[src/rtl/isf_pkg.sv]
package isf_pkg;
    typedef enum logic [1:0] {
        OP_NONE = 2'b00,
        OP_PUSH = 2'b01,
        OP_RTI  = 2'b10,
        OP_PLP  = 2'b11
    } isf_op_e;

    typedef enum logic [1:0] {
        ST_IDLE = 2'd0,
        ST_PUSH = 2'd1,
        ST_PULL = 2'd2
    } isf_state_e;

    // status bit whose clear value marks a long frame
    localparam int FRAME_SEL_BIT = 5;
    // user-visible extended flags: bit0 G, bit1 OE
    localparam logic [7:0] XS_KEEP = 8'h03;
endpackage

[src/rtl/isf_push_mux.sv]
module isf_push_mux
    import isf_pkg::*;
#(
    parameter int ADDR_BYTES = 8,
    parameter int IW = 4
) (
    input  logic [IW-1:0]           idx,
    input  logic                    ext,
    input  logic                    narrow,
    input  logic [7:0]              stat,
    input  logic [7:0]              xs,
    input  logic [8*ADDR_BYTES-1:0] addr,
    output logic [7:0]              wbyte
);
    logic [IW-1:0] nb;
    logic [IW-1:0] pos;

    always_comb begin
        nb    = (ext && !narrow) ? IW'(ADDR_BYTES) : IW'(2);
        pos   = nb - idx - 1'b1;
        wbyte = stat;
        if (idx < nb) begin
            // address goes out most significant byte first
            for (int b = 0; b < ADDR_BYTES; b++) begin
                if (IW'(b) == pos) wbyte = addr[8*b +: 8];
            end
        end else if (ext && idx == nb) begin
            wbyte = xs & XS_KEEP;
        end
    end
endmodule

[src/rtl/isf_pull_merge.sv]
module isf_pull_merge
    import isf_pkg::*;
#(
    parameter int ADDR_BYTES = 8,
    parameter int IW = 4
) (
    input  logic                    is_rti,
    input  logic [IW-1:0]           idx,
    input  logic [7:0]              rdata,
    input  logic                    ext_q,
    input  logic                    narrow,
    input  logic [7:0]              stat_q,
    input  logic [7:0]              xs_q,
    input  logic [8*ADDR_BYTES-1:0] addr_q,
    input  logic [IW-1:0]           len_q,
    output logic [7:0]              stat_n,
    output logic [7:0]              xs_n,
    output logic [8*ADDR_BYTES-1:0] addr_n,
    output logic [IW-1:0]           len_n,
    output logic                    ext_n
);
    logic [IW-1:0] nb;
    logic [IW-1:0] pos;

    always_comb begin
        stat_n = stat_q;
        xs_n   = xs_q;
        addr_n = addr_q;
        len_n  = len_q;
        ext_n  = ext_q;
        nb     = narrow ? IW'(2) : IW'(ADDR_BYTES);
        pos    = ext_q ? (idx - IW'(2)) : (idx - IW'(1));
        if (idx == '0) begin
            // first byte decides the layout of the rest
            stat_n = rdata;
            ext_n  = ~rdata[FRAME_SEL_BIT];
            xs_n   = 8'h00;
            if (is_rti) len_n = ext_n ? (nb + IW'(2)) : IW'(3);
            else        len_n = ext_n ? IW'(2) : IW'(1);
        end else if (ext_q && idx == IW'(1)) begin
            xs_n = rdata & XS_KEEP;
        end else begin
            for (int b = 0; b < ADDR_BYTES; b++) begin
                if (IW'(b) == pos) addr_n[8*b +: 8] = rdata;
            end
        end
    end
endmodule

[src/rtl/irq_stack_frame_engine.sv]
module irq_stack_frame_engine
    import isf_pkg::*;
#(
    parameter int ADDR_BYTES = 8,
    parameter int SPW = 16,
    parameter logic [SPW-1:0] SP_RESET = 16'h01FF
) (
    input  logic                    clk,
    input  logic                    rst_n,
    input  logic                    req_valid,
    input  logic [1:0]              req_op,
    input  logic                    compat_mode,
    input  logic                    narrow_mode,
    input  logic [7:0]              push_status,
    input  logic [7:0]              push_xstatus,
    input  logic [8*ADDR_BYTES-1:0] push_addr,
    input  logic [8*ADDR_BYTES-1:0] cur_pc,
    output logic                    mem_we,
    output logic [SPW-1:0]          mem_addr,
    output logic [7:0]              mem_wdata,
    input  logic [7:0]              mem_rdata,
    output logic                    busy,
    output logic                    done,
    output logic [SPW-1:0]          sp,
    output logic [7:0]              rest_status,
    output logic [7:0]              rest_xstatus,
    output logic [8*ADDR_BYTES-1:0] rest_addr
);
    localparam int AW = 8 * ADDR_BYTES;
    localparam int IW = $clog2(ADDR_BYTES + 3);

    typedef struct packed {
        isf_state_e     state;
        isf_op_e        op;
        logic           ext;
        logic           narrow;
        logic [IW-1:0]  idx;
        logic [IW-1:0]  len;
        logic [SPW-1:0] sp;
        logic           done;
        logic [7:0]     wstat;
        logic [7:0]     wxs;
        logic [AW-1:0]  waddr;
        logic [7:0]     rstat;
        logic [7:0]     rxs;
        logic [AW-1:0]  raddr;
    } regs_t;

    regs_t q, d;

    logic [7:0]    push_byte;
    logic [7:0]    m_stat;
    logic [7:0]    m_xs;
    logic [AW-1:0] m_addr;
    logic [IW-1:0] m_len;
    logic          m_ext;
    isf_op_e       op_in;

    assign op_in = isf_op_e'(req_op);

    isf_push_mux #(.ADDR_BYTES(ADDR_BYTES), .IW(IW)) u_push_mux (
        .idx   (q.idx),
        .ext   (q.ext),
        .narrow(q.narrow),
        .stat  (q.wstat),
        .xs    (q.wxs),
        .addr  (q.waddr),
        .wbyte (push_byte)
    );

    isf_pull_merge #(.ADDR_BYTES(ADDR_BYTES), .IW(IW)) u_pull_merge (
        .is_rti(q.op == OP_RTI),
        .idx   (q.idx),
        .rdata (mem_rdata),
        .ext_q (q.ext),
        .narrow(q.narrow),
        .stat_q(q.rstat),
        .xs_q  (q.rxs),
        .addr_q(q.raddr),
        .len_q (q.len),
        .stat_n(m_stat),
        .xs_n  (m_xs),
        .addr_n(m_addr),
        .len_n (m_len),
        .ext_n (m_ext)
    );

    always_comb begin
        d         = q;
        d.done    = 1'b0;
        mem_we    = 1'b0;
        mem_addr  = q.sp;
        mem_wdata = push_byte;
        unique case (q.state)
            ST_IDLE: begin
                if (req_valid && op_in != OP_NONE) begin
                    d.op     = op_in;
                    d.idx    = '0;
                    d.narrow = narrow_mode;
                    if (op_in == OP_PUSH) begin
                        d.state = ST_PUSH;
                        d.ext   = ~compat_mode;
                        d.wstat = compat_mode ? (push_status | 8'h20) : (push_status & 8'hDF);
                        d.wxs   = push_xstatus;
                        d.waddr = push_addr;
                        if (compat_mode)      d.len = IW'(3);
                        else if (narrow_mode) d.len = IW'(4);
                        else                  d.len = IW'(ADDR_BYTES + 2);
                    end else begin
                        d.state = ST_PULL;
                        d.len   = IW'(1);
                        if (op_in == OP_RTI) d.raddr = cur_pc;
                    end
                end
            end
            ST_PUSH: begin
                mem_we = 1'b1;
                d.sp   = q.sp - 1'b1;
                d.idx  = q.idx + 1'b1;
                if (q.idx == q.len - 1'b1) begin
                    d.state = ST_IDLE;
                    d.done  = 1'b1;
                end
            end
            ST_PULL: begin
                mem_addr = q.sp + 1'b1;
                d.sp     = q.sp + 1'b1;
                d.idx    = q.idx + 1'b1;
                d.rstat  = m_stat;
                d.rxs    = m_xs;
                d.raddr  = m_addr;
                d.len    = m_len;
                d.ext    = m_ext;
                if (q.idx == m_len - 1'b1) begin
                    d.state = ST_IDLE;
                    d.done  = 1'b1;
                end
            end
            default: d.state = ST_IDLE;
        endcase
    end

    always_ff @(posedge clk) begin
        if (!rst_n) begin
            q    <= '0;
            q.sp <= SP_RESET;
        end else begin
            q <= d;
        end
    end

    assign busy         = (q.state != ST_IDLE);
    assign done         = q.done;
    assign sp           = q.sp;
    assign rest_status  = q.rstat;
    assign rest_xstatus = q.rxs;
    assign rest_addr    = q.raddr;

    // writes land at the current pointer, which then steps down
    p_write_at_sp_r4: assert property (@(posedge clk) disable iff (!rst_n)
        mem_we |-> mem_addr == sp);
    p_sp_dec_r4: assert property (@(posedge clk) disable iff (!rst_n)
        mem_we |=> sp == $past(sp) - 1'b1);
    // every pull cycle moves the pointer up by one
    p_sp_inc_r12: assert property (@(posedge clk) disable iff (!rst_n)
        (busy && !mem_we) |=> sp == $past(sp) + 1'b1);
    // done is a single pulse outside the busy window
    p_done_pulse_r2: assert property (@(posedge clk) disable iff (!rst_n)
        done |=> !done);
    p_done_idle_r2: assert property (@(posedge clk) disable iff (!rst_n)
        done |-> (!busy && !mem_we));
    // only G and OE survive in the restored extended status
    p_xs_clean_r10: assert property (@(posedge clk) disable iff (!rst_n)
        done |-> (rest_xstatus & ~XS_KEEP) == 8'h00);
endmodule

[config.mk]
export PLATFORM = sky130hd
export DESIGN_NAME = irq_stack_frame_engine
export DESIGN_NICKNAME = d
export VERILOG_FILES = /design/src/rtl/isf_pkg.sv /design/src/rtl/isf_push_mux.sv /design/src/rtl/isf_pull_merge.sv /design/src/rtl/irq_stack_frame_engine.sv
export SDC_FILE = /design/constraint.sdc
export NUM_CORES = 1
export LEC_CHECK = 0
export BUFFER_PORTS_ARGS = -buffer_cell sky130_fd_sc_hd__buf_2
export CAP_MARGIN = 20
export CORE_UTILIZATION = 50
export DETAILED_ROUTE_END_ITERATION = 10
export GPL_TIMING_DRIVEN = 0
export PLACE_DENSITY = 0.76
export SYNTH_ARGS = -nofsm -noshare
export SYNTH_HDL_FRONTEND = slang
export SYNTH_SLANG_ARGS = --single-unit
[constraint.sdc]
create_clock -name clk -period 4.15 [get_ports clk]
set_input_delay 0.83 -clock clk [delete_from_list [all_inputs] [get_ports clk]]
set_output_delay 0.83 -clock clk [all_outputs]
set_load 0.03 [all_outputs]
Word-level counts from Yosys, hierarchy flattened
Index checks and enable logic that the tools add are counted.
Widths: inputs -> output; s select.
{ "totals": {"register_bits": 185, "inputBits": 159, "out_inout_bits": 123, "wordCells": 158} }
{ "classes": {"add_sub_neg": 10, "order_cmp": 1, "n_eq_ne": 40, "muxes": 52, "n_bitwise": 2, "n_reduce_logical": 32} }
{ "ops": {"columns": ["cell", "count"], "rows": [
  ["$mux 64", 5],
  ["$mux 8", 20],
  ["$pmux 64 s2", 1],
  ["$reduce_and 7->1", 8],
  ["$mux 4", 9],
  ["$pmux 17 s2", 1],
  ["$eq 3x4->1 const A", 8],
  ["$ne 2x1->1 const B", 9],
  ["$add 16x1->16 const B", 1],
  ["$eq 2x4->1 const A", 4],
  ["$mux 16", 1],
  ["$ne 2x2->1 const B", 8],
  ["$pmux 4 s2", 2],
  ["$sub 16x1->16 const B", 1],
  ["$sub 4x1->4 const B", 4],
  ["$mux 14", 1],
  ["$eq 4x4->1", 3],
  ["$logic_not 4->1", 3],
  ["$reduce_bool 2->1", 6],
  ["$reduce_and 2->1", 5],
  ["$eq 1x4->1 const A", 2],
  ["$mux 2", 4],
  ["$eq 2x2->1 const B", 3],
  ["$mux 6", 1],
  ["17 further kinds", 27]
]} }

Depth between registers and ports, before layout
{ "depth": {"word_depth": 15, "depth_mapped": 14, "ltp_nobuf": 12} }

Modules after synthesis
A second synthesis with hierarchy kept.
{ "hier_totals": {"cells_unflattened": 1419, "hier_area_um2": 11564.8} }
{ "modules_own_cells": {"columns": ["module", "n_inst", "cells_per_inst", "area_each_um2", "seq_area_each_um2"], "rows": [
  ["irq_stack_frame_engine", 1, 1119, 9250.1, 3823.7],
  ["isf_pull_merge", 1, 157, 1385.1, 0.0],
  ["isf_push_mux", 1, 143, 929.6, 0.0]
]} }

Worst setup path after synthesis
OpenSTA, ideal clock, no wires.
{ "synth_timing": {"path_kind": "register to output", "startpoint": "register q[186] (netlist bit)", "endpoint": "output mem_wdata[4]", "arrival_ns": 2.691, "path_slack_ns": 0.629, "stages_incl_launch_ff": 12, "n_path_buf": 4, "path_cell_list": "dfxtp_1 > buf_2 > nand2b_1 > ha_1 > buf_2 > buf_2 > buf_2 > nand2_1 > a21oi_1 > o21ai_0 > o21a_1 > o21ai_0"} }
{ "synth_between": {"elab_chain_cells": 14} }
{ "synth_rtl": {"columns": ["element", "line", "rtl"], "rows": [
  ["from (decl)", "irq_stack_frame_engine.sv:49", "regs_t q, d;"],
  ["$logic_and 1x1->1", "isf_push_mux.sv:19", "nb = (ext && !narrow) ? IW'(ADDR_BYTES) : IW'(2);"],
  ["$mux 4", "isf_push_mux.sv:19", null],
  ["$sub 4x4->4", "isf_push_mux.sv:20", "pos = nb - idx - 1'b1;"],
  ["$sub 4x1->4", "isf_push_mux.sv:20", null],
  ["$logic_not 4->1", "isf_push_mux.sv:25", "if (IW'(b) == pos) wbyte = addr[8*b +: 8];"],
  ["$mux 8 (8 in series)", "isf_push_mux.sv:25", null],
  ["$mux 8 *", "isf_push_mux.sv:22", "if (idx < nb) begin"],
  ["to (decl)", "irq_stack_frame_engine.sv:20", "output logic [7:0] mem_wdata,"]
]} }
Mark *: on every way between the ends. The rest lies on a longest branch, timed or not.

Worst setup path in the final report
{ "layout_timing": {"startpoint": "register q[186] (netlist bit)", "endpoint": "output mem_wdata[7]"} }
The elaborated chain is that of the path after synthesis.

==> flow_metrics.env <==
export IMPL_clkSlewWorstSetupHoldPaths_ns=0.08
export IMPL_grt_pass1_wl_um=47400
export IMPL_clock_root_buffer="clkbuf_16"
export IMPL_syn_inst=1309
export IMPL_slew_headroom_pct=44.7
export IMPL_crit_path_max_incr_delay_ns=0.35
export IMPL_h_tree_depth=4
export IMPL_peakVddDrop_mv=0.335
export IMPL_worstMarginPinSlew_ns=0.830
export IMPL_coreArea_sq_um=19700
export IMPL_clockBufferDepth=2
export IMPL_route_met3_wl_um=2110
export IMPL_portBuffers=267
export IMPL_critPathCaptureType="primary output"
export IMPL_critPathArrivalTime_ns=3.16
export IMPL_cts_buffers_inserted=17
export IMPL_gp_congestion=0.931
export IMPL_layout_cells_most_common_list="274 x buf_2, 257 x nand2_1, 178 x dfxtp_1, 134 x a21oi_1, 103 x buf_4"
export IMPL_synth_edf_count=0
export IMPL_cp_start_kind="flip-flop"
export IMPL_postCtsSetupRepairBufs=0
export IMPL_max_cap_violations=0
export IMPL_layout_nets=1777
export IMPL_cp_slowest_cell="dfxtp_1"
export IMPL_worstPathCellList="clkbuf_4, nand2b_1, ha_1, buf_4, buf_4, buf_2, nand2_1, a21oi_1, o21ai_0, o21a_1, o21ai_0, buf_2"
export IMPL_rsz0062_at_grt="no"
export IMPL_drt_iter0_drc=764
export IMPL_ys_flop_type="dfxtp_1"
export IMPL_cts_sinks=179
export IMPL_wl_um=30600
export IMPL_period_minus_slack_ns=3.99
export IMPL_drtPass1Iterations=5
export IMPL_hold_buffers=0
export IMPL_initial_core_util_pct=51.8
export IMPL_grt_max_degree=19
export IMPL_setup_violations=0
export IMPL_slew_violations=0
export IMPL_layout_commonest_cell="buf_2"
export IMPL_fin_crit_sh_pct=96.2
export IMPL_row_count=51
export IMPL_required_ns=3.32
export IMPL_power_density_nw_per_um2=363
export IMPL_vias_per_cell=5.32
export IMPL_dieArea_sq_um=21000
export IMPL_wl_met2_um=14500
export IMPL_async_flop_share_pct=0
export IMPL_insertion_delay_ns=0.44
export IMPL_grt_pass1_vias=9226
export IMPL_maxUsedRoutingLayer="met4"
export IMPL_hold_viol_final=0
export IMPL_worst_setup_path_type="flip-flop to primary output"
export IMPL_tns_ns=0
export IMPL_die_x_um=145
export IMPL_fp_dieH_um=145
export IMPL_grtUsageTotal_pct=29.6
export IMPL_drc_errors=0
export IMPL_ys_seq_area_share_pct=35.1
export IMPL_hpwl_um=23300
export IMPL_synth_seq_cells=179
export IMPL_hold_path_class="flip-flop to flip-flop"
export IMPL_drt_met1_wl_um=13300
export IMPL_max_freq_ghz=0.250
export IMPL_drive_gt1_share_pct=28.1
export IMPL_synth_area_per_cell_sq_um=7.80
export IMPL_drtAntennaViolNets=0
export IMPL_yosys_warnings=0
export IMPL_area_delta_synth_final_pct=22.3
export IMPL_status="complete, no violations"
export IMPL_wire_per_inst_um=16.3
export IMPL_critPathMaxFanout=10
export IMPL_fin_util_pct=63.3
export IMPL_p_leak_nw=5.84
export IMPL_antenna_found_initial=2
export IMPL_cts_tree="built"
export IMPL_fin_worst_skew_ns=0.0124
export IMPL_synth_cell_area_sq_um=10200
export IMPL_vias=10003
export IMPL_ioPinCount=282
export IMPL_overflow=0
export IMPL_yosys_cell_types_count=73
state kept, by name, indices dropped and copies added (netlist names):
name / flops
done: 1
q: 88
rest_addr: 64
rest_status: 8
rest_xstatus: 2
sp: 16
cells in the mapped netlist, types with 5 or more instances:
master    instances  area, sq um
nand2_1         257          965
dfxtp_1         179         3580
a21oi_1         134          671
buf_4           101          758
nor2_1           86          323
o21ai_0          85          425
inv_1            68          255
clkbuf_1         63          236
mux2i_1          62          621
xnor2_1          21          184
ha_1             18          225
nor3_1           18         90.1
a311oi_2         15          225
nand3_1          15         75.1
o22ai_1          12         75.1
buf_2            10         50.1
mux4_2            8          180
nand4_1           8         50.1
nor2b_1           7         43.8
o21a_1            7         52.6
xor2_1            7         61.3
a21o_1            6         45.0
a22oi_1           6         45.0
buf_1             6         22.5
nand2b_1          6         37.5
and2_1            5         31.3
and3_1            5         31.3
nor4_1            5         31.3
what timing repair did:
action                     CTS  global route
setup endpoints to repair    4             7
pin swaps                    0             0
gates resized for setup      1             5
cell families after synthesis:
logic type	after synthesis	share of synthesized area [%]
AO/OA/AOI/OAI	321	19.9
XOR/XNOR	28	2.40
adder cells (fa/ha/maj)	18	2.21
buffers and inverters	254	13.4
flip-flops	179	35.1
multiplexers	73	8.29
other	1	0.0367
AND/OR/NAND/NOR	435	18.7
worst paths after layout:
| path | endpoint | from | cells past startpoint | slack, ns |
|---|---|---|---|---|
| min | q[130] | q[130] | 2 | 0.45 |
| max | mem_wdata[7] | q[186] | 12 | 0.16 |
| min reg2reg | q[130] | q[130] | 2 | 0.45 |
| max reg2reg | q[189] | q[181] | 12 | 0.68 |
routing by layer:
metal	track usage, %	up-vias
met1	38.8	4587
met4	11.0	0
met3	4.64	64
met5	0	-
met2	48.9	417
li1	-	4935
final cells by class:
type / instances / area [sq um]
fillers: 1815 / 7240
multi-input cells: 881 / 5280
flip-flops and latches: 179 / 3580
repair buffers: 267 / 1340
plain buffers: 183 / 1110
clock buffers: 17 / 425
well taps: 265 / 332
inverters: 71 / 267
clock inverters: 15 / 139
diodes: 2 / 5.00
worst max-delay path: cells and delay by family, from the launching register on:
kind / cells / cell delay (ns)
AO/OA/AOI/OAI: 4 / 0.63
adder cells (fa/ha/maj): 1 / 0.35
buffers and inverters: 5 / 1.20
flip-flops: 1 / 0.35
AND/OR/NAND/NOR: 2 / 0.20
through the flow:
step / instance area (sq um) / hold WS [ns] / cells / worst slack (ns) / total power [W]
4_1_cts: 12500 / 0.454 / 1878 / 0.0115 / 0.00454
3_3_place_gp: 11900 / 0.439 / 1846 / 0.453 / 0.00297
6_report: 12500 / 0.455 / 1880 / 0.157 / 0.00453
2_1_floorplan: 10200 / 0.432 / 1314 / 0.629 / 0.00266
3_5_place_dp: 11900 / 0.443 / 1846 / 0.408 / 0.00299
5_1_grt: 12500 / 0.469 / 1880 / 0.00705 / 0.00471
report_power, final:
part / total, W / switching [W] / internal (W)
sequential: 0.00186 / 0.0000610 / 0.00180
combinational: 0.00110 / 0.000695 / 0.000408
clock: 0.00157 / 0.000771 / 0.000795
total: 0.00453 / 0.00153 / 0.00300
No activity file was read; power rests on OpenSTA's default activity.
